--- src/rtl/pfdc_pkg.sv ---
// Shared types for the divider / phase-detector core.
// Assumes the mode encoding is fixed by the board-level pin strapping.
package pfdc_pkg;

    // Mode pin decode: pump state, polarity and monitor routing.
    typedef enum logic [1:0] {
        MD_RUN_HI  = 2'b00,  // pump on, monitor high, positive
        MD_TRI_REF = 2'b01,  // pump high-Z, monitor = divided reference
        MD_RUN_FB  = 2'b10,  // pump on, monitor = divided feedback
        MD_INV_LO  = 2'b11   // pump on, monitor low, negative polarity
    } mode_e;

endpackage

--- src/rtl/pfdc_edge_sync.sv ---
// Two-flop synchronizer followed by a rising-edge detector.
// Assumes the input stays high and low for at least two clock periods each.
module pfdc_edge_sync (
    input  logic clk,
    input  logic rst_n,
    input  logic async_in,
    output logic rise
);

    logic s1, s2, s3;

    // Resynchronize the input and keep one extra stage for edge detection.
    always_ff @(posedge clk) begin
        if (!rst_n) begin
            s1 <= 1'b0;
            s2 <= 1'b0;
            s3 <= 1'b0;
        end else begin
            s1 <= async_in;
            s2 <= s1;
            s3 <= s2;
        end
    end

    assign rise = s2 & ~s3;

    // a detected edge lasts exactly one cycle.
    p_single_rise_r11: assert property (@(posedge clk) disable iff (!rst_n)
        rise |=> !rise);

endmodule

--- src/rtl/pfdc_divider.sv ---
// Edge-counting divider: counts input edges modulo `ratio` and gives a
// divided level (high for the first half of each period) and a one-cycle
// pulse on each rising edge of that level.
// Assumes ratio is even, at least 2, and below 2**CW + 1; clr restarts it.
module pfdc_divider #(
    parameter int CW = 6
) (
    input  logic          clk,
    input  logic          rst_n,
    input  logic          clr,
    input  logic          edge_in,
    input  logic [CW:0]   ratio,
    output logic          div_q,
    output logic          div_rise
);

    logic [CW:0] cnt;
    logic [CW:0] cnt_nxt;
    logic [CW:0] half;

    assign half    = ratio >> 1;
    assign cnt_nxt = (cnt == ratio - 1'b1) ? '0 : cnt + 1'b1;

    // Advance the modulo count on each input edge; restart on reset or clear.
    always_ff @(posedge clk) begin
        if (!rst_n || clr) begin
            cnt      <= ratio - 1'b1;
            div_q    <= 1'b0;
            div_rise <= 1'b0;
        end else if (edge_in) begin
            cnt      <= cnt_nxt;
            div_q    <= (cnt_nxt < half);
            div_rise <= (cnt_nxt == '0);
        end else begin
            div_rise <= 1'b0;
        end
    end

    // the count never reaches the active ratio.
    p_cnt_range_r2: assert property (@(posedge clk) disable iff (!rst_n || clr)
        cnt < ratio);

    // every divided-edge pulse coincides with the divided level going high.
    p_rise_level_r3: assert property (@(posedge clk) disable iff (!rst_n || clr)
        div_rise |-> div_q);

endmodule

--- src/rtl/pfdc_phase_det.sv ---
// Phase-frequency detector with an antibacklash overlap of ABL cycles.
// A reference pulse sets up_q, a feedback pulse sets dn_q; once both are
// set, they are held ABL cycles and then cleared together.
// Assumes the input pulses are single-cycle and clr restarts the state.
module pfdc_phase_det #(
    parameter int ABL = 3
) (
    input  logic clk,
    input  logic rst_n,
    input  logic clr,
    input  logic ref_rise,
    input  logic fb_rise,
    output logic up_q,
    output logic dn_q
);

    localparam int AW = (ABL > 1) ? $clog2(ABL) : 1;

    logic [AW-1:0] abl_cnt;
    logic          both;
    logic          abl_done;

    assign both     = up_q & dn_q;
    assign abl_done = both && (abl_cnt == AW'(ABL - 1));

    // Set on edges, hold the overlap, clear both when it has elapsed.
    always_ff @(posedge clk) begin
        if (!rst_n || clr) begin
            up_q    <= 1'b0;
            dn_q    <= 1'b0;
            abl_cnt <= '0;
        end else begin
            up_q    <= ref_rise | (up_q & ~abl_done);
            dn_q    <= fb_rise  | (dn_q & ~abl_done);
            abl_cnt <= (both && !abl_done) ? abl_cnt + 1'b1 : '0;
        end
    end

    // a reference edge always leaves the up request set.
    p_set_up_r8: assert property (@(posedge clk) disable iff (!rst_n)
        (ref_rise && !clr) |=> up_q);

    // a feedback edge always leaves the down request set.
    p_set_dn_r8: assert property (@(posedge clk) disable iff (!rst_n)
        (fb_rise && !clr) |=> dn_q);

    // the overlap is not cut short.
    p_hold_overlap_r9: assert property (@(posedge clk) disable iff (!rst_n)
        (both && !abl_done && !clr) |=> (up_q && dn_q));

    // after the overlap both clear unless a fresh edge arrives.
    p_clear_after_r9: assert property (@(posedge clk) disable iff (!rst_n)
        (abl_done && !clr && !ref_rise && !fb_rise) |=> (!up_q && !dn_q));

endmodule

--- src/rtl/pfdc_top.sv ---
// Pin-configured divider and phase detector core. Divides the reference
// by REF_DIV and the feedback by FB_DIV_MIN << ratio_sel, compares the
// divided edges, and applies mode-pin polarity, pump enable and monitor
// routing. Assumes the pins are quasi-static; any change restarts the core.
module pfdc_top
    import pfdc_pkg::*;
#(
    parameter int REF_DIV    = 2,
    parameter int FB_DIV_MIN = 8,
    parameter int ABL_CYCLES = 3
) (
    input  logic       clk,
    input  logic       rst_n,
    input  logic       ref_in,
    input  logic       fb_in,
    input  logic [1:0] ratio_sel,
    input  logic [1:0] mode_sel,
    output logic       pump_up,
    output logic       pump_dn,
    output logic       pump_oe,
    output logic       mon_out
);

    localparam int FB_CW  = $clog2(FB_DIV_MIN << 3);
    localparam int REF_CW = (REF_DIV > 2) ? $clog2(REF_DIV) : 1;

    mode_e          mode;
    logic [3:0]     cfg_q;
    logic           cfg_chg;
    logic           ref_edge, fb_edge;
    logic           ref_q, ref_rise;
    logic           fb_q, fb_rise;
    logic           up_q, dn_q;
    logic           swap;
    logic [FB_CW:0] fb_ratio;

    assign mode     = mode_e'(mode_sel);
    assign cfg_chg  = ({ratio_sel, mode_sel} != cfg_q);
    assign fb_ratio = (FB_CW + 1)'(FB_DIV_MIN) << ratio_sel;

    // Remember the last pin setting so that a change can restart the core.
    always_ff @(posedge clk) begin
        if (!rst_n) cfg_q <= {ratio_sel, mode_sel};
        else        cfg_q <= {ratio_sel, mode_sel};
    end

    pfdc_edge_sync u_ref_sync (
        .clk      (clk),
        .rst_n    (rst_n),
        .async_in (ref_in),
        .rise     (ref_edge)
    );

    pfdc_edge_sync u_fb_sync (
        .clk      (clk),
        .rst_n    (rst_n),
        .async_in (fb_in),
        .rise     (fb_edge)
    );

    pfdc_divider #(.CW(REF_CW)) u_ref_div (
        .clk      (clk),
        .rst_n    (rst_n),
        .clr      (cfg_chg),
        .edge_in  (ref_edge),
        .ratio    ((REF_CW + 1)'(REF_DIV)),
        .div_q    (ref_q),
        .div_rise (ref_rise)
    );

    pfdc_divider #(.CW(FB_CW)) u_fb_div (
        .clk      (clk),
        .rst_n    (rst_n),
        .clr      (cfg_chg),
        .edge_in  (fb_edge),
        .ratio    (fb_ratio),
        .div_q    (fb_q),
        .div_rise (fb_rise)
    );

    pfdc_phase_det #(.ABL(ABL_CYCLES)) u_pfd (
        .clk      (clk),
        .rst_n    (rst_n),
        .clr      (cfg_chg),
        .ref_rise (ref_rise),
        .fb_rise  (fb_rise),
        .up_q     (up_q),
        .dn_q     (dn_q)
    );

    // Decode mode pins into pump enable, polarity and monitor source.
    always_comb begin
        pump_oe = (mode != MD_TRI_REF);
        swap    = (mode == MD_INV_LO);
        unique case (mode)
            MD_RUN_HI:  mon_out = 1'b1;
            MD_TRI_REF: mon_out = ref_q;
            MD_RUN_FB:  mon_out = fb_q;
            default:    mon_out = 1'b0;
        endcase
        pump_up = pump_oe & (swap ? dn_q : up_q);
        pump_dn = pump_oe & (swap ? up_q : dn_q);
    end

    // with the pump in high impedance no request is driven.
    p_tristate_quiet_r5: assert property (@(posedge clk) disable iff (!rst_n)
        !pump_oe |-> (!pump_up && !pump_dn));

    // a pin change leaves the detector empty on the next cycle.
    p_cfg_clear_r10: assert property (@(posedge clk) disable iff (!rst_n)
        cfg_chg |=> (!up_q && !dn_q));

    // in negative polarity a pending reference request drives the down pin.
    p_polarity_swap_r7: assert property (@(posedge clk) disable iff (!rst_n)
        (mode == MD_INV_LO && up_q && !dn_q) |-> (pump_dn && !pump_up));

endmodule

--- config.mk ---
export PLATFORM = sky130hd
export DESIGN_NAME = pfdc_top
export DESIGN_NICKNAME = d
export VERILOG_FILES = /design/src/rtl/pfdc_pkg.sv /design/src/rtl/pfdc_edge_sync.sv /design/src/rtl/pfdc_divider.sv /design/src/rtl/pfdc_phase_det.sv /design/src/rtl/pfdc_top.sv
export SDC_FILE = /design/constraint.sdc
export NUM_CORES = 1
export LEC_CHECK = 0
export BUFFER_PORTS_ARGS = -buffer_cell sky130_fd_sc_hd__buf_2
export CAP_MARGIN = 20
export CORE_UTILIZATION = 57
export DETAILED_ROUTE_END_ITERATION = 12
export GPL_TIMING_DRIVEN = 0
export PLACE_DENSITY = 0.74
export SYNTH_ARGS = -nofsm -noshare
export SYNTH_HDL_FRONTEND = slang
export SYNTH_SLANG_ARGS = --single-unit
--- constraint.sdc ---
create_clock -name clk -period 2.6 [get_ports clk]
set_clock_uncertainty 0.15 [all_clocks]
set_input_delay 0.52 -clock clk [delete_from_list [all_inputs] [get_ports clk]]
set_output_delay 0.52 -clock clk [all_outputs]
set_load 0.03 [all_outputs]
Word-level counts from Yosys, hierarchy flattened
Index checks and enable logic that the tools add are counted.
{"block": "totals", "ff_bits": 27, "input_bits": 8, "out_inout_bits": 4, "word_cells": 65}
{"block": "op_classes", "add_sub_neg": 4, "n_lt_le_gt_ge": 2, "n_eq_ne": 8, "shifts": 1, "n_mux": 7, "bitwise_logic": 15, "n_reduce_logical": 12}
{"operator": "$mux 7", "count": 3}
{"operator": "$add 7x1->7 const B", "count": 1}
{"operator": "$and 1x1->1", "count": 7}
{"operator": "$eq 7x7->1", "count": 1}
{"operator": "$logic_not 7->1", "count": 1}
{"operator": "$lt 7x6->1", "count": 1}
{"operator": "$shl 4x2->7 const A", "count": 1}
{"operator": "$sub 7x1->7 const B", "count": 1}
{"operator": "$eq 2x2->1 const B", "count": 3}
{"operator": "$not 1->1", "count": 6}
{"operator": "$reduce_or 2->1", "count": 3}
{"operator": "$add 2x1->2 const B", "count": 2}
{"operator": "$eq 2x1->1 const B", "count": 2}
{"operator": "$logic_not 2->1", "count": 2}
{"operator": "$ne 4x4->1", "count": 1}
{"operator": "$pmux 1 s3", "count": 1}
{"operator": "$logic_and 1x1->1", "count": 2}
{"operator": "$logic_not 1->1", "count": 2}
{"operator": "$lt 2x1->1 const B", "count": 1}
{"operator": "$mux 1", "count": 2}
{"operator": "$mux 2", "count": 1}
{"operator": "$ne 2x1->1 const B", "count": 1}
{"operator": "$or 1x1->1", "count": 2}
{"operator": "$reduce_bool 2->1", "count": 1}
{"operator": "$logic_or 1x1->1", "count": 1}

Logic depth before layout (Yosys ltp)
{"block": "logic_depth", "depth_word": 6, "depth_mapped": 10, "mapped_depth_nobuf": 10}

Cells and area by module
A second synthesis with hierarchy kept.
{"block": "hier_totals", "cells_unflattened": 184, "hier_area_um2": 1746.7}
{"mod": "pfdc_divider (u_fb_div)", "instances": 1, "cells_per_inst": 102, "area_per_inst_um2": 933.4, "seq_area_each_um2": 250.2}
{"mod": "pfdc_divider (u_ref_div)", "instances": 1, "cells_per_inst": 27, "area_per_inst_um2": 265.3, "seq_area_each_um2": 100.1}
{"mod": "pfdc_top", "instances": 1, "cells_per_inst": 25, "area_per_inst_um2": 202.7, "seq_area_each_um2": 80.1}
{"mod": "pfdc_edge_sync", "instances": 2, "cells_per_inst": 7, "area_per_inst_um2": 92.6, "seq_area_each_um2": 60.1}
{"mod": "pfdc_phase_det", "instances": 1, "cells_per_inst": 16, "area_per_inst_um2": 160.2, "seq_area_each_um2": 80.1}

Worst setup path after synthesis
No wires, ideal clock.
{"block": "synth_timing", "kind": "input-to-reg", "from": "input ratio_sel[1]", "to": "register u_fb_div.div_q", "setup_ns": 0.087, "arrival_ns": 2.193, "t_required_ns": 2.363, "setup_slack_ns": 0.170, "cell_stages": 10, "n_path_buf": 1, "path_cell_list": "buf_6 > nor4b_1 > a22oi_1 > a21oi_1 > nor2_1 > ha_1 > o21a_1 > o21ai_0 > o21ai_0 > o31ai_1"}
{"block": "synth_between", "elab_chain_cells": 5, "word_cells_on_any_way": 7, "cone_classes": "add/sub: 1; order compare: 1; eq/ne: 2; shift: 1; mux: 1; reduce/logical: 1"}
{"item": "start, declared", "line_no": "pfdc_top.sv:16", "rtl": "input logic [1:0] ratio_sel,"}
{"item": "$shl 4x2->7", "line_no": "pfdc_top.sv:39", "rtl": "assign fb_ratio = (FB_CW + 1)'(FB_DIV_MIN) << ratio_sel;"}
{"item": "$sub 7x1->7", "line_no": "pfdc_divider.sv:22", "rtl": "assign cnt_nxt = (cnt == ratio - 1'b1) ? '0 : cnt + 1'b1;"}
{"item": "$eq 7x7->1", "line_no": "pfdc_divider.sv:22"}
{"item": "$mux 7", "line_no": "pfdc_divider.sv:22"}
{"item": "$lt 7x6->1", "line_no": "pfdc_divider.sv:32", "rtl": "div_q <= (cnt_nxt < half);"}
{"item": "end signal, assigned", "line_no": "pfdc_divider.sv:32"}
{"item": "end, declared", "line_no": "pfdc_divider.sv:13", "rtl": "output logic div_q,"}
Parallel ways exist; a longest one is shown, timed or not.
A chain may end at the register's enable or synchronous reset.

Final worst setup path
{"block": "layout_timing", "from": "register u_fb_div.cnt[0]", "to": "register u_fb_div.div_q"}
{"block": "layout_between", "elab_chain_cells": 3, "word_cells_on_any_way": 4, "cone_classes": "add/sub: 1; order compare: 1; eq/ne: 1; mux: 1"}
{"item": "start, declared", "line_no": "pfdc_divider.sv:17", "rtl": "logic [CW:0] cnt;"}
{"item": "start signal, assigned", "line_no": "pfdc_divider.sv:27", "rtl": "cnt <= ratio - 1'b1;"}
{"item": "start signal, assigned", "line_no": "pfdc_divider.sv:31", "rtl": "cnt <= cnt_nxt;"}
{"item": "$add 7x1->7 / $eq 7x7->1 (equally long branches)", "line_no": "pfdc_divider.sv:22"}
{"item": "$mux 7 (*)", "line_no": "pfdc_divider.sv:22"}
{"item": "$lt 7x6->1 (*)", "line_no": "pfdc_divider.sv:32"}
Every way passes the cells marked *; elsewhere a longest branch is shown, timed or not.

==> results.cfg <==
[place]
hpwlAfterDp_mm = 1.62
io_buffer_count = 11
dp_cells = 167
gp_routability_congestion = 0.865

[timing]
fmax_mhz = 403
finalMaxSlewViolations = 0
setup_violations = 0
fin_crit_sh = 0.954
fin_crit_ns = 2.48
timing.slew.headroom = 0.771
tightest_slew_ns = 0.340
hold_viol = 0

[clock_network]
cts_tree = done
clkSlewWorstSetupHoldPaths_ns = 0.14
ctsLongestPathBuffers = 2
clock_latency_ns = 0.32
cts_buffers = 3
cts_sinks = 26
h-tree-depth = 1
root_buffer = clkbuf_4

[layout]
postLayoutCoreUtil = 0.715
final_common_cell = dfxtp_1
area_growth_pct = 13.7
nets = 161
diodes = 0
final_cell_mix = dfxtp_1, buf_2, nand2_1
drive_gt1_frac = 0.218
finalNonFillerCells = 174

[logic_synthesis]
syn_avg_cell_area_um2 = 9.86
synth_nets = 142
syn_area_um2 = 1270
synth_edf_count = 7
synthArstFlopShare = 0
synthFlopType = dfxtp_1
synth-seq-cells = 26
synth_top_area_cell = dfxtp_1
ys_warn_count = 0
synth_cell_types = 38
post-synth-top-area-fraction = 0.299
ys_seq_area_frac = 0.464
netlist_top_cells_area = dfxtp_1, edfxtp_1, ha_1
syn_inst = 129

[global_route]
antenna_found_initial = 0
grt_pass1_wl_mm = 3.57
grt_pass1_vias = 873
overflow = 0
grt_max_degree = 16
grt_util_all_layers = 0.193

[pwr]
intPower_uw = 608
powerDensity_nw_per_um2 = 558
seq_power_share = 0.541
swShare = 0.247
ir_worst_vdd_mv = 0.407
p_leak_uw = 0.000552
p_sw_uw = 199
power.combinational.fraction = 0.170
clkPwrFrac = 0.290

[route]
vias = 968
avgRoutedWirePerCell_um = 12.3
totalWireLength_mm = 2.15
drt-initial-drc-count = 33
drc = 0
first_pass_iters = 4
via_per_inst = 5.56
postRouteAntennaNets = 0

[worst_setup_path]
rr_worst_depth = 10
crit_path_start_kind = flop
critPathMaxFanout = 5
timing.rr.start = u_fb_div.cnt[0]
rrSetupSlack_ns = 0.12
crit_path_end_kind = flop
reg2reg_to = u_fb_div.div_q
cp.arrival_ns = 2.57
critPathKind = reg -> reg
cp.required_ns = 2.69

[floorplan]
fp.dieArea_um2 = 2430
io_pins = 12
start_util = 0.629
row_count = 16
fp.dieW_um = 49.3
core_um2 = 2020
die_h_um = 49.3

[worst_hold_path]
min_path_cells = 1
min_from = ratio_sel[1]
holdCritPathClass = in -> reg
hold_end = cfg_q[3]

[status]
outcome = finished clean

[job]
maxCapViolCount = 0
## flip-flops by register name, summed over array words and instances, names as in the netlist
signal / count
cfg_q: 4
u_fb_div.cnt: 7
u_fb_div.div_q: 1
u_fb_div.div_rise: 1
u_fb_sync.s1: 1
u_fb_sync.s2: 1
u_fb_sync.s3: 1
u_pfd.abl_cnt: 2
u_pfd.dn_q: 1
u_pfd.up_q: 1
u_ref_div.cnt: 1
u_ref_div.div_q: 1
u_ref_div.div_rise: 1
u_ref_sync.s1: 1
u_ref_sync.s2: 1
u_ref_sync.s3: 1
## worst max-delay path by stage
| stage | startpoint | endpoint | slack [ns] | depth (start not counted) |
|---|---|---|---|---|
| 3_5_place_dp | ratio_sel[1] | u_fb_div.div_q | -0.20 | 11 |
| 2_1_floorplan | ratio_sel[1] | u_fb_div.div_q | 0.17 | 10 |
| 6_report | u_fb_div.cnt[0] | u_fb_div.div_q | 0.12 | 10 |
| 5_1_grt | u_fb_div.cnt[0] | u_fb_div.div_q | -0.01 | 10 |
| 3_3_place_gp | ratio_sel[1] | u_fb_div.div_q | -0.19 | 11 |
| 4_1_cts | u_fb_div.cnt[0] | u_fb_div.div_q | 0.1 | 10 |
## synth_stat cells, types with 3 or more instances
library cell / n
a21oi_1: 6
and2_1: 8
buf_6: 3
dfxtp_1: 19
edfxtp_1: 7
ha_1: 5
inv_1: 3
nand2_1: 9
nand2b_1: 5
nand3_1: 5
nor2_1: 7
o21ai_0: 7
xnor2_1: 3
xor2_1: 6
## power groups by stage
stage	combinational [µW]	sequential [µW]	clock, µW
finish	137	436	234
global route	151	438	254
CTS	128	436	243
detailed placement	126	445	0
global placement	123	444	0
floorplan	96.1	443	0
## kinds of logic after synthesis
| kind of cell | synth area share |
|---|---|
| AND/OR/NAND/NOR | 0.256 |
| flip-flops | 0.464 |
| AO/OA/AOI/OAI | 0.122 |
| XOR/XNOR | 0.0620 |
| buffers and inverters | 0.0472 |
| adder cells (fa/ha/maj) | 0.0492 |
## worst max-delay path: stages (launching register included)
cell and delay [ns]:
edfxtp_1 0.41, ha_1 0.22, nand2_1 0.12, or2_2 0.33, a21oi_2 0.24, nor2_1 0.09, ha_1 0.27, o21a_1 0.18
o21ai_0 0.12, o21ai_0 0.10, o31ai_1 0.19
## stage by stage
step	total power, µW	instance area (µm²)	setup TNS, ns	hold WS, ns	setup slack [ns]
after floorplan	539	1270	0	0.248	0.170
after global placement	567	1360	-0.189	0.258	-0.189
after global routing	843	1450	-0.0119	0.154	-0.0119
after detailed placement	571	1360	-0.197	0.275	-0.197
after CTS	806	1410	0	0.157	0.0963
final	807	1450	0	0.163	0.120
## routing by layer
layer	global-route usage	share of wire	vias up
met4	0.0686	0.0061	0
met1	0.226	0.47	453
met3	0.0374	0.045	2
met5	0	0	-
li1	-	-	490
met2	0.345	0.48	23
## layout make-up
type                    instances  area (µm²)
clock buffers                   4        47.5
plain buffers                   6        48.8
multi-input cells              94         637
inverters                       3        11.3
repair buffers                 14        77.6
flip-flops and latches         26         591
well taps                      27        33.8
fillers                       162         576
## repair_timing
action / 4_1_cts / 5_1_grt
cloned: 0 / 0
resized for setup: 1 / 2
hold buffers: 0 / 0
pin swaps: 0 / 1
setup endpoints to repair: 1 / 1
hold endpoints to repair: 0 / 0
buffers inserted: 0 / 3
Note: power is estimated with default switching activity, not from simulation.
